`src/rtl/pio_pkg.sv`:
```
package pio_pkg;
  typedef enum logic [1:0] {
    TRIG_RISE  = 2'd0,
    TRIG_FALL  = 2'd1,
    TRIG_BOTH  = 2'd2,
    TRIG_LEVEL = 2'd3
  } trig_e;

  localparam int unsigned ADDR_W = 2;
  localparam logic [ADDR_W-1:0] A_DATA = 2'd0;
  localparam logic [ADDR_W-1:0] A_DIR  = 2'd1;
  localparam logic [ADDR_W-1:0] A_MASK = 2'd2;
  localparam logic [ADDR_W-1:0] A_CAP  = 2'd3;
endpackage

```
`src/rtl/pio_sync.sv`:
```
module pio_sync #(
  parameter int unsigned WIDTH  = 32,
  parameter int unsigned STAGES = 2
) (
  input  logic             clk,
  input  logic             rst_n,
  input  logic [WIDTH-1:0] d,
  output logic [WIDTH-1:0] q
);
  logic [WIDTH-1:0] stage_q [STAGES];

  for (genvar s = 0; s < STAGES; s++) begin : g_stage
    logic [WIDTH-1:0] stage_d;
    if (s == 0) begin : g_first
      always_comb stage_d = d;
    end else begin : g_next
      always_comb stage_d = stage_q[s-1];
    end
    always_ff @(posedge clk or negedge rst_n) begin
      if (!rst_n) stage_q[s] <= '0;
      else        stage_q[s] <= stage_d;
    end
  end

  assign q = stage_q[STAGES-1];
endmodule

```
`src/rtl/pio_capture.sv`:
```
module pio_capture
  import pio_pkg::*;
#(
  parameter int unsigned WIDTH = 32,
  parameter trig_e       TRIG  = TRIG_RISE
) (
  input  logic             clk,
  input  logic             rst_n,
  input  logic [WIDTH-1:0] lvl,
  input  logic [WIDTH-1:0] clr,
  output logic [WIDTH-1:0] cap
);
  logic [WIDTH-1:0] prev_q;
  logic [WIDTH-1:0] edge_ev;
  logic [WIDTH-1:0] cap_q, cap_d;

  if (TRIG == TRIG_RISE) begin : g_rise
    always_comb edge_ev = lvl & ~prev_q;
  end else if (TRIG == TRIG_FALL) begin : g_fall
    always_comb edge_ev = ~lvl & prev_q;
  end else if (TRIG == TRIG_BOTH) begin : g_both
    always_comb edge_ev = lvl ^ prev_q;
  end else begin : g_level
    always_comb edge_ev = '0;
  end

  // a fresh edge wins over a clear in the same cycle
  always_comb cap_d = (cap_q & ~clr) | edge_ev;

  always_ff @(posedge clk or negedge rst_n) begin
    if (!rst_n) begin
      prev_q <= '0;
      cap_q  <= '0;
    end else begin
      prev_q <= lvl;
      cap_q  <= cap_d;
    end
  end

  assign cap = cap_q;

  // bits that were set and not cleared stay set
  p_hold_r8: assert property (@(posedge clk) disable iff (!rst_n)
    1'b1 |=> ((($past(cap_q) & ~$past(clr)) & ~cap_q) == '0));

  // every detected edge is present in the capture word next cycle
  p_no_loss_r9: assert property (@(posedge clk) disable iff (!rst_n)
    1'b1 |=> ((cap_q & $past(edge_ev)) == $past(edge_ev)));
endmodule

```
`src/rtl/pio_edge_port.sv`:
```
module pio_edge_port
  import pio_pkg::*;
#(
  parameter int unsigned NUM_PINS = 32,
  parameter int unsigned BUS_W    = 32,
  parameter trig_e       TRIG     = TRIG_RISE
) (
  input  logic                clk,
  input  logic                rst_n,
  input  logic                bus_rd,
  input  logic                bus_wr,
  input  logic [ADDR_W-1:0]   bus_addr,
  input  logic [BUS_W-1:0]    bus_wdata,
  output logic [BUS_W-1:0]    bus_rdata,
  input  logic [NUM_PINS-1:0] pad_in,
  output logic [NUM_PINS-1:0] pad_out,
  output logic [NUM_PINS-1:0] pad_oe,
  output logic                irq
);
  localparam int unsigned SYNC_STAGES = 2;

  logic [NUM_PINS-1:0] out_q, out_d;
  logic [NUM_PINS-1:0] dir_q, dir_d;
  logic [NUM_PINS-1:0] mask_q, mask_d;
  logic [NUM_PINS-1:0] pin_lvl;
  logic [NUM_PINS-1:0] cap;
  logic [NUM_PINS-1:0] cap_clr;
  logic [NUM_PINS-1:0] data_view;
  logic [NUM_PINS-1:0] wr_bits;
  logic                wr_data, wr_dir, wr_mask, wr_cap;
  logic [BUS_W-1:0]    rd_mux;

  pio_sync #(.WIDTH(NUM_PINS), .STAGES(SYNC_STAGES)) u_sync (
    .clk   (clk),
    .rst_n (rst_n),
    .d     (pad_in),
    .q     (pin_lvl)
  );

  pio_capture #(.WIDTH(NUM_PINS), .TRIG(TRIG)) u_capture (
    .clk   (clk),
    .rst_n (rst_n),
    .lvl   (pin_lvl),
    .clr   (cap_clr),
    .cap   (cap)
  );

  // write decode
  always_comb begin
    wr_bits = bus_wdata[NUM_PINS-1:0];
    wr_data = bus_wr && (bus_addr == A_DATA);
    wr_dir  = bus_wr && (bus_addr == A_DIR);
    wr_mask = bus_wr && (bus_addr == A_MASK);
    wr_cap  = bus_wr && (bus_addr == A_CAP);
    cap_clr = wr_cap ? wr_bits : '0;
  end

  // next state with explicit enables
  always_comb begin
    out_d  = out_q;
    dir_d  = dir_q;
    mask_d = mask_q;
    if (wr_data) out_d  = wr_bits;
    if (wr_dir)  dir_d  = wr_bits;
    if (wr_mask) mask_d = wr_bits;
  end

  always_ff @(posedge clk or negedge rst_n) begin
    if (!rst_n) begin
      out_q  <= '0;
      dir_q  <= '0;
      mask_q <= '0;
    end else begin
      out_q  <= out_d;
      dir_q  <= dir_d;
      mask_q <= mask_d;
    end
  end

  always_comb data_view = (dir_q & out_q) | (~dir_q & pin_lvl);

  // read path, zero-extended above the pin count
  always_comb begin
    rd_mux = '0;
    unique case (bus_addr)
      A_DATA:  rd_mux[NUM_PINS-1:0] = data_view;
      A_DIR:   rd_mux[NUM_PINS-1:0] = dir_q;
      A_MASK:  rd_mux[NUM_PINS-1:0] = mask_q;
      default: rd_mux[NUM_PINS-1:0] = cap;
    endcase
    bus_rdata = bus_rd ? rd_mux : '0;
  end

  if (TRIG == TRIG_LEVEL) begin : g_irq_level
    always_comb irq = |(data_view & mask_q);
  end else begin : g_irq_edge
    always_comb irq = |(cap & mask_q);
  end

  assign pad_out = out_q;
  assign pad_oe  = dir_q;

  // a direction write reaches the output enables one edge later
  p_oe_follows_write_r2: assert property (@(posedge clk) disable iff (!rst_n)
    (bus_wr && bus_addr == A_DIR) |=> (pad_oe == $past(bus_wdata[NUM_PINS-1:0])));

  // no interrupt can be raised with every pin masked
  p_irq_masked_r10: assert property (@(posedge clk) disable iff (!rst_n)
    irq |-> (mask_q != '0));

  // while in reset the port drives nothing and requests nothing
  always_comb begin
    if (!rst_n) begin
      a_reset_quiet_r12: assert (pad_oe == '0 && irq == 1'b0);
    end
  end
endmodule

```
`config.mk`:
```
export PLATFORM = sky130hd
export DESIGN_NAME = pio_edge_port
export DESIGN_NICKNAME = d
export VERILOG_FILES = /design/src/rtl/pio_pkg.sv /design/src/rtl/pio_sync.sv /design/src/rtl/pio_capture.sv /design/src/rtl/pio_edge_port.sv
export SDC_FILE = /design/constraint.sdc
export NUM_CORES = 1
export LEC_CHECK = 0
export CORE_ASPECT_RATIO = 0.9
export CORE_MARGIN = 5
export CORE_UTILIZATION = 50
export CTS_CLUSTER_SIZE = 40
export DETAILED_ROUTE_END_ITERATION = 7
export GPL_TIMING_DRIVEN = 0
export PLACE_DENSITY = 0.85
export SLEW_MARGIN = 15
export SYNTH_ARGS = -nofsm -noshare
export SYNTH_HDL_FRONTEND = slang
export SYNTH_SLANG_ARGS = --single-unit
export TNS_END_PERCENT = 30
```
`constraint.sdc`:
```
create_clock -name clk -period 1.5 [get_ports clk]
set_input_delay 0.3 -clock clk [delete_from_list [all_inputs] [get_ports clk]]
set_output_delay 0.3 -clock clk [all_outputs]
set_load 0.05 [all_outputs]
```
==> out/metrics.yaml, run 1 <==
sta:
  timing_hold_violations_final: 0
  finalCriticalPeriod_ps: 2340
  tns_ps: -14550
  finalSetupViolCount: 75
  final.setup_skew_ps: 6.98
  worst_relative_slew_slack: 0.638
  actual_transition_at_the_worst_max_transition_pin_ps: 543
  final.setup.worst_slack_ps: -839
  period_share: 1.56
  drv_slew: 0
  fmaxAchievable_mhz: 427
  unrepaired_setup_endpoints_after_global_routing: "true"
logic_synthesis:
  biggest_area_consumer_among_synthesized_cells: "dfrtp_1"
  ys_seq_area_frac: 0.637
  cells_after_synth: 639
  ys_async_sr_fraction: 1.00
  ys_ff_latch: 224
  yosys_warnings: 0
  netlist_area_um2: 8790
  mappedNetlistNets: 709
  synth_area_per_cell_um2: 13.8
  synthDominantCellAreaShare: 0.637
  cell_types_occupying_the_most_area_after_synthesis: "dfrtp_1, mux2_2, a211oi_1"
  synth_edf_count: 0
  synth_ff_type: "dfrtp_1"
  dominant_cell_by_count_in_the_synthesized_netlist: "dfrtp_1"
  yosysUniqueCellTypes: 26
  ys_top_cells_by_count: "dfrtp_1, mux2_2, a211oi_1"
critical_path:
  critical_path_required_ps: 1200
  critical_path.startpoint_type: "flip-flop"
  crit_path_top_delay_cell: "or4_4"
  cp-end-kind: "output pin"
  setup.worst_path.class: "flip-flop to output pin"
  timing.critical_path.cells: "a22oi_2 -> nand4_1 -> or4_4 -> buf_8"
  cp_top_family: "simple AND/OR/NAND/NOR gates"
  worstPathBufferInverterCount: 1
  cpPeakStageDelay_ps: 580
  critical_path_arrival_ps: 2040
  critPathMaxFanout: 2
drt:
  drtAntennaViolNets: 0
  wl_per_cell_um: 22.4
  pre_repair_dr_iteration_count: 5
  route.met3.wl_mm: 1.46
  route.layer.met1.wl_mm: 10.3
  route.final.wire_length_mm: 24.9
  detailedRoute.firstIterationViolations: 360
  vias: 6238
  drc: 0
  detail_route.vias_per_cell: 5.61
  topRoutingLayerUsed: "met4"
  wl_met2_mm: 12.4
global_routing:
  number_of_global_route_vias_before_repair: 6619
  grt_antenna_before_repair: 0
  gr-usage-all-layers: 0.240
  grt_pass1_wl_mm: 37.7
  overflow: 0
  maximum_number_of_pins_on_one_net_before_global_route_repair: 112
placed_design:
  detailed_place.area_um2: 11300
  dp_hpwl_mm: 16.0
  globalplace.congestion: 0.810
  port_buffers: 164
final_layout:
  flow.area_growth_from_synthesis_pct: 46.9
  summed_area_of_non_filler_cells_in_the_final_layout_um2: 12900
  nNetsFinal: 924
  antennaDiodeCount: 0
  drive_gt1_frac: 0.515
job:
  max_cap_violations: 0
floorplan:
  floorplan.die_area_um2: 20300
  initial_utilization: 0.504
  placementRows: 46
  die_h_um: 136
  core_region_area_um2: 17400
  die_w_um: 150
  pin_count: 167
worst_hold_path:
  min-delay-path-class: "input pin to async pin"
power_and_ir_drop:
  vdd_ir_drop_max_mv: 1.06
  pwr_density_cell_nw_per_um2: 1450
  power.static_leakage_nw: 5.39
status:
  failed_checks: "setup timing"
  run_status: "finished with violations"
clocking:
  clock_pin_slew_of_the_registers_on_the_worst_case_setup_and_hold_paths_ps: 60
  clock_latency_ps: 510
  clockRootBuffer: "clkbuf_16"
  cts_made_buffers: 23
  clk_path_buf_depth: 3
  tritoncts: "built"
  count_of_h_tree_levels_built_during_cts: 1
  cts.sink_count: 224
[repair_timing]
action,CTS,global route
setup buffers,5,18
gates resized for setup,588,73
hold endpoints to repair,224,0
hold buffers,1,0
endpoints found under the setup margin,127,83
pin swaps,9,14
[report_power, final]
group,internal [mW],switching (mW)
Sequential,6.79,0.732
Clock,3.68,2.39
Combinational,2.15,3.02
Total,12.6,6.14
[routing by layer]
layer  vias to the layer above  GRT usage
li1                       2712          -
met1                      3243      0.323
met2                       227      0.394
met3                        56     0.0513
met4                         0     0.0757
met5                         -          0
[cell families (layout without fill, tap and decap cells)]
family          count (synthesis)  in the layout  share of synthesized area
flops                         224            224                      0.637
simple gates                   78             78                     0.0499
mux                           126            126                      0.157
compound gates                144            144                      0.118
buf+inv                        67            299                     0.0378
[cell usage in the layout (no fill, tap or decap), types with 4 or more instances in the layout]
master,n
buf_4,44
clkbuf_8,11
nand2_1,32
a22oi_2,9
buf_6,52
mux2i_2,16
nand4_1,4
mux2i_1,4
clkdlybuf4s50_1,64
inv_1,32
a211oi_1,5
nand2b_1,23
a22oi_1,7
a22o_1,32
clkbuf_16,23
clkinv_2,4
mux2i_4,10
nand2b_4,9
clkbuf_4,6
dfrtp_1,180
clkdlybuf4s15_2,32
a211oi_4,34
o21ai_0,23
buf_2,11
dfrtp_2,44
mux2_2,93
buf_8,4
a211oi_2,23
o21ai_1,8
[flip-flops by register name, summed over array words and instances, names as in the netlist]
register                cells
mask_q                     32
pad_oe                     32
pad_out                    32
u_capture.cap              32
u_capture.prev_q           32
u_sync.g_stage.stage_d     32
u_sync.q                   32
[cell type report]
type                            count  area, um^2
Sequential cell                   224        5660
Buffer                             34         303
Fill cell                        1023        4520
Clock inverter                     11         141
Inverter                           33         126
Multi-Input combinational cell    348        3760
Clock buffer                       31         676
Timing Repair Buffer              190        1950
Tap cell                          240         300
[stage by stage]
step / std cells / worst slack (ps) / utilization / power [mW] / hold slack (ps)
detailed placement: 1045 / -1550 / 0.650 / 12.1 / 127
global route: 1111 / -892 / 0.741 / 19.4 / 205
floorplan: 639 / -201 / - / 10.4 / 4.41
CTS: 1093 / -850 / 0.720 / 18.4 / 184
global placement: 1043 / -9800 / 0.646 / 12.0 / 332
finish: 1111 / -839 / 0.741 / 18.8 / 200
[path summary, 6_finish.rpt]
kind	depth (start not counted)	start	to	slack (ps)
setup / recovery	4	mask_q[28]	irq	-840
setup reg to reg	3	u_capture.cap[23]	u_capture.cap[23]	470
hold / removal	2	rst_n	u_sync.g_stage[1].stage_d[9]	200
hold reg to reg	0	u_sync.g_stage[1].stage_d[27]	u_sync.q[27]	340
min in group clk	1	pad_in[24]	u_sync.g_stage[1].stage_d[24]	220
max in group asynchronous	3	rst_n	pad_out[16]	510
Power figures use the tool's default switching activity.
==> inputs of run 2 (changes only) <==
--- a/config.mk
+++ b/config.mk
@@ -10,6 +10,7 @@
 export CORE_UTILIZATION = 50
 export CTS_CLUSTER_SIZE = 40
 export DETAILED_ROUTE_END_ITERATION = 7
+export GPL_ROUTABILITY_DRIVEN = 1
 export GPL_TIMING_DRIVEN = 0
 export PLACE_DENSITY = 0.85
 export SLEW_MARGIN = 15
==> results of run 2 <==
Same layout as run 1: the final DEF is identical, and so are final timing and power.
==> inputs of run 3 (changes only) <==
--- a/config.mk
+++ b/config.mk
@@ -5,14 +5,15 @@
 export SDC_FILE = /design/constraint.sdc
 export NUM_CORES = 1
 export LEC_CHECK = 0
+export ABC_AREA = 0
 export CORE_ASPECT_RATIO = 0.9
 export CORE_MARGIN = 5
-export CORE_UTILIZATION = 50
+export CORE_UTILIZATION = 47
 export CTS_CLUSTER_SIZE = 40
 export DETAILED_ROUTE_END_ITERATION = 7
 export GPL_ROUTABILITY_DRIVEN = 1
 export GPL_TIMING_DRIVEN = 0
-export PLACE_DENSITY = 0.85
+export PLACE_DENSITY = 0.84
 export SLEW_MARGIN = 15
 export SYNTH_ARGS = -nofsm -noshare
 export SYNTH_HDL_FRONTEND = slang
==> constraint.sdc (replaced) <==
create_clock -name clk -period 1.9 [get_ports clk]
set_input_delay 0.38 -clock clk [delete_from_list [all_inputs] [get_ports clk]]
set_output_delay 0.38 -clock clk [all_outputs]
set_load 0.05 [all_outputs]
==> run 3 against run 2 <==
  * The flow still finishes with violations (setup timing)
  * Critical path type unchanged
  * Clock power is 27% lower
  * Critical path depth is the same
  * Clock skew up 3.1 ps
  * Via count down 1.1%
  * Wire length decreased by 2.9%
==> out/metrics.yaml, run 3 (synthesized netlist as in run 1, its figures left out) <==
global_routing:
  grt_antenna_before_repair: 0
  maximum_number_of_pins_on_one_net_before_global_route_repair: 103
  grt_pass1_wl_mm: 38.6
  overflow: 0
  most_congested_layer_reported_by_global_routing: "met2"
  use_met1: 0.328
  globalRouteMet2Util: 0.347
  gr-usage-all-layers: 0.226
  number_of_global_route_vias_before_repair: 6602
  met3_usage: 0.0447
critical_path:
  cpPeakStageDelay_ps: 540
  worstPathBufferInverterCount: 1
  critPathMaxFanout: 2
  critical_path_arrival_ps: 2010
  cp_top_family: "simple AND/OR/NAND/NOR gates"
  setup.worst_path.class: "flip-flop to output pin"
  cp-end-kind: "output pin"
  timing.critical_path.cells: "a22oi_2 -> nand4_1 -> or4_1 -> buf_6"
  critical_path.startpoint_type: "flip-flop"
  critical_path_required_ps: 1520
  crit_path_top_delay_cell: "or4_1"
worst_hold_path:
  min-delay-path-class: "input pin to flip-flop"
final_layout:
  layout_common_cells: "dfrtp_1, mux2_2, clkdlybuf4s50_1"
  mostFrequentLayoutCell: "dfrtp_1"
  instances_no_fill: 1108
  flow.area_growth_from_synthesis_pct: 43.1
  drive_gt1_frac: 0.388
  postLayoutCoreUtil: 0.684
  antennaDiodeCount: 0
  nNetsFinal: 918
placed_design:
  post-place-ws_ps: -1340
  dpl.cell_count: 1050
  port_buffers: 164
  globalplace.congestion: 0.810
  dp_hpwl_mm: 16.2
sta:
  period_share: 1.26
  finalSetupViolCount: 28
  final.setup_skew_ps: 10.0
  worst_relative_slew_slack: 0.628
  final.hold.worst_slack_ps: 310
  actual_transition_at_the_worst_max_transition_pin_ps: 561
  finalCriticalPeriod_ps: 2390
  unrepaired_setup_endpoints_after_global_routing: "true"
  fmaxAchievable_mhz: 418
  timing_hold_violations_final: 0
  drv_slew: 0
  final.setup.worst_slack_ps: -493
job:
  max_cap_violations: 0
power_and_ir_drop:
  switching_power_mw: 4.68
  internal-power_mw: 9.45
  seq_power_share: 0.415
  design_power_total_mw: 14.1
  netSwitchingFraction: 0.331
  pwr_density_cell_nw_per_um2: 1120
  vdd_ir_drop_max_mv: 0.834
  clock_power_share: 0.312
  combinationalPowerShare: 0.273
  power.static_leakage_nw: 5.37
floorplan:
  core_region_area_um2: 18400
  die_w_um: 154
  die_h_um: 140
  placementRows: 47
  initial_utilization: 0.478
  pin_count: 167
  floorplan.die_area_um2: 21600
clocking:
  clock_pin_slew_of_the_registers_on_the_worst_case_setup_and_hold_paths_ps: 60
  clock_latency_ps: 500
  cts_made_buffers: 24
  tritoncts: "built"
  cts.sink_count: 224
  clockRootBuffer: "clkbuf_16"
  count_of_h_tree_levels_built_during_cts: 1
  clk_path_buf_depth: 3
status:
  run_status: "finished with violations"
  failed_checks: "setup timing"
drt:
  vias: 6171
  route.final.wire_length_mm: 24.2
  wl_per_cell_um: 21.8
  pre_repair_dr_iteration_count: 4
  detailedRoute.firstIterationViolations: 348
  detail_route.vias_per_cell: 5.57
  drc: 0
  drtAntennaViolNets: 0
run 3: final cells by class:
type	count	area [um^2]
Clock buffer	36	717
Tap cell	245	307
Timing Repair Buffer	183	1800
Sequential cell	224	5610
Clock inverter	5	33.8
Multi-Input combinational cell	348	3670
Fill cell	1245	5820
Buffer	34	315
Inverter	33	126
run 3: timing repair:
action                                  4_1_cts  5_1_grt
resized for setup                           387       71
pin swaps                                    16       14
buffers inserted                              7        9
hold buffers                                  1        0
endpoints found under the setup margin       97       40
endpoints found under the hold margin        30        0
run 3: final timing paths:
path                                                   start                            to  slack, ps  cells past startpoint
max in group asynchronous                              rst_n                    pad_oe[26]        760                      3
min in group asynchronous                              rst_n           u_capture.prev_q[0]        340                      2
worst max register to register                     pad_oe[7]                     pad_oe[7]        940                      2
worst min-delay path                               pad_in[4]  u_sync.g_stage[1].stage_d[4]        310                      1
worst min register to register  u_sync.g_stage[1].stage_d[7]                   u_sync.q[7]        340                      0
worst max-delay path                       u_capture.cap[13]                           irq       -490                      4
run 3: layer usage:
metal / up-vias / part of all wire
met3: 49 / 0.061
met2: 226 / 0.47
met5: - / 0
met1: 3181 / 0.44
met4: 0 / 0.029
li1: 2715 / -
run 3: stage by stage:
| step | instance area, um^2 | setup TNS (ps) |
|---|---|---|
| finish | 12600 | -1610 |
| global route | 12600 | -3630 |
| CTS | 12400 | -3150 |
| detailed placement | 11200 | -49860 |
| global placement | 11100 | -2004090 |
| floorplan | 9190 | -911 |
run 3: power by group through the flow:
stage | sequential, mW | clock (mW) | combinational (mW)
global placement | 5.86 | 0 | 3.56
detailed placement | 5.88 | 0 | 3.62
CTS | 5.84 | 4.48 | 3.74
global route | 5.95 | 4.71 | 4.05
finish | 5.87 | 4.41 | 3.86
floorplan | 6.66 | 0 | 1.46
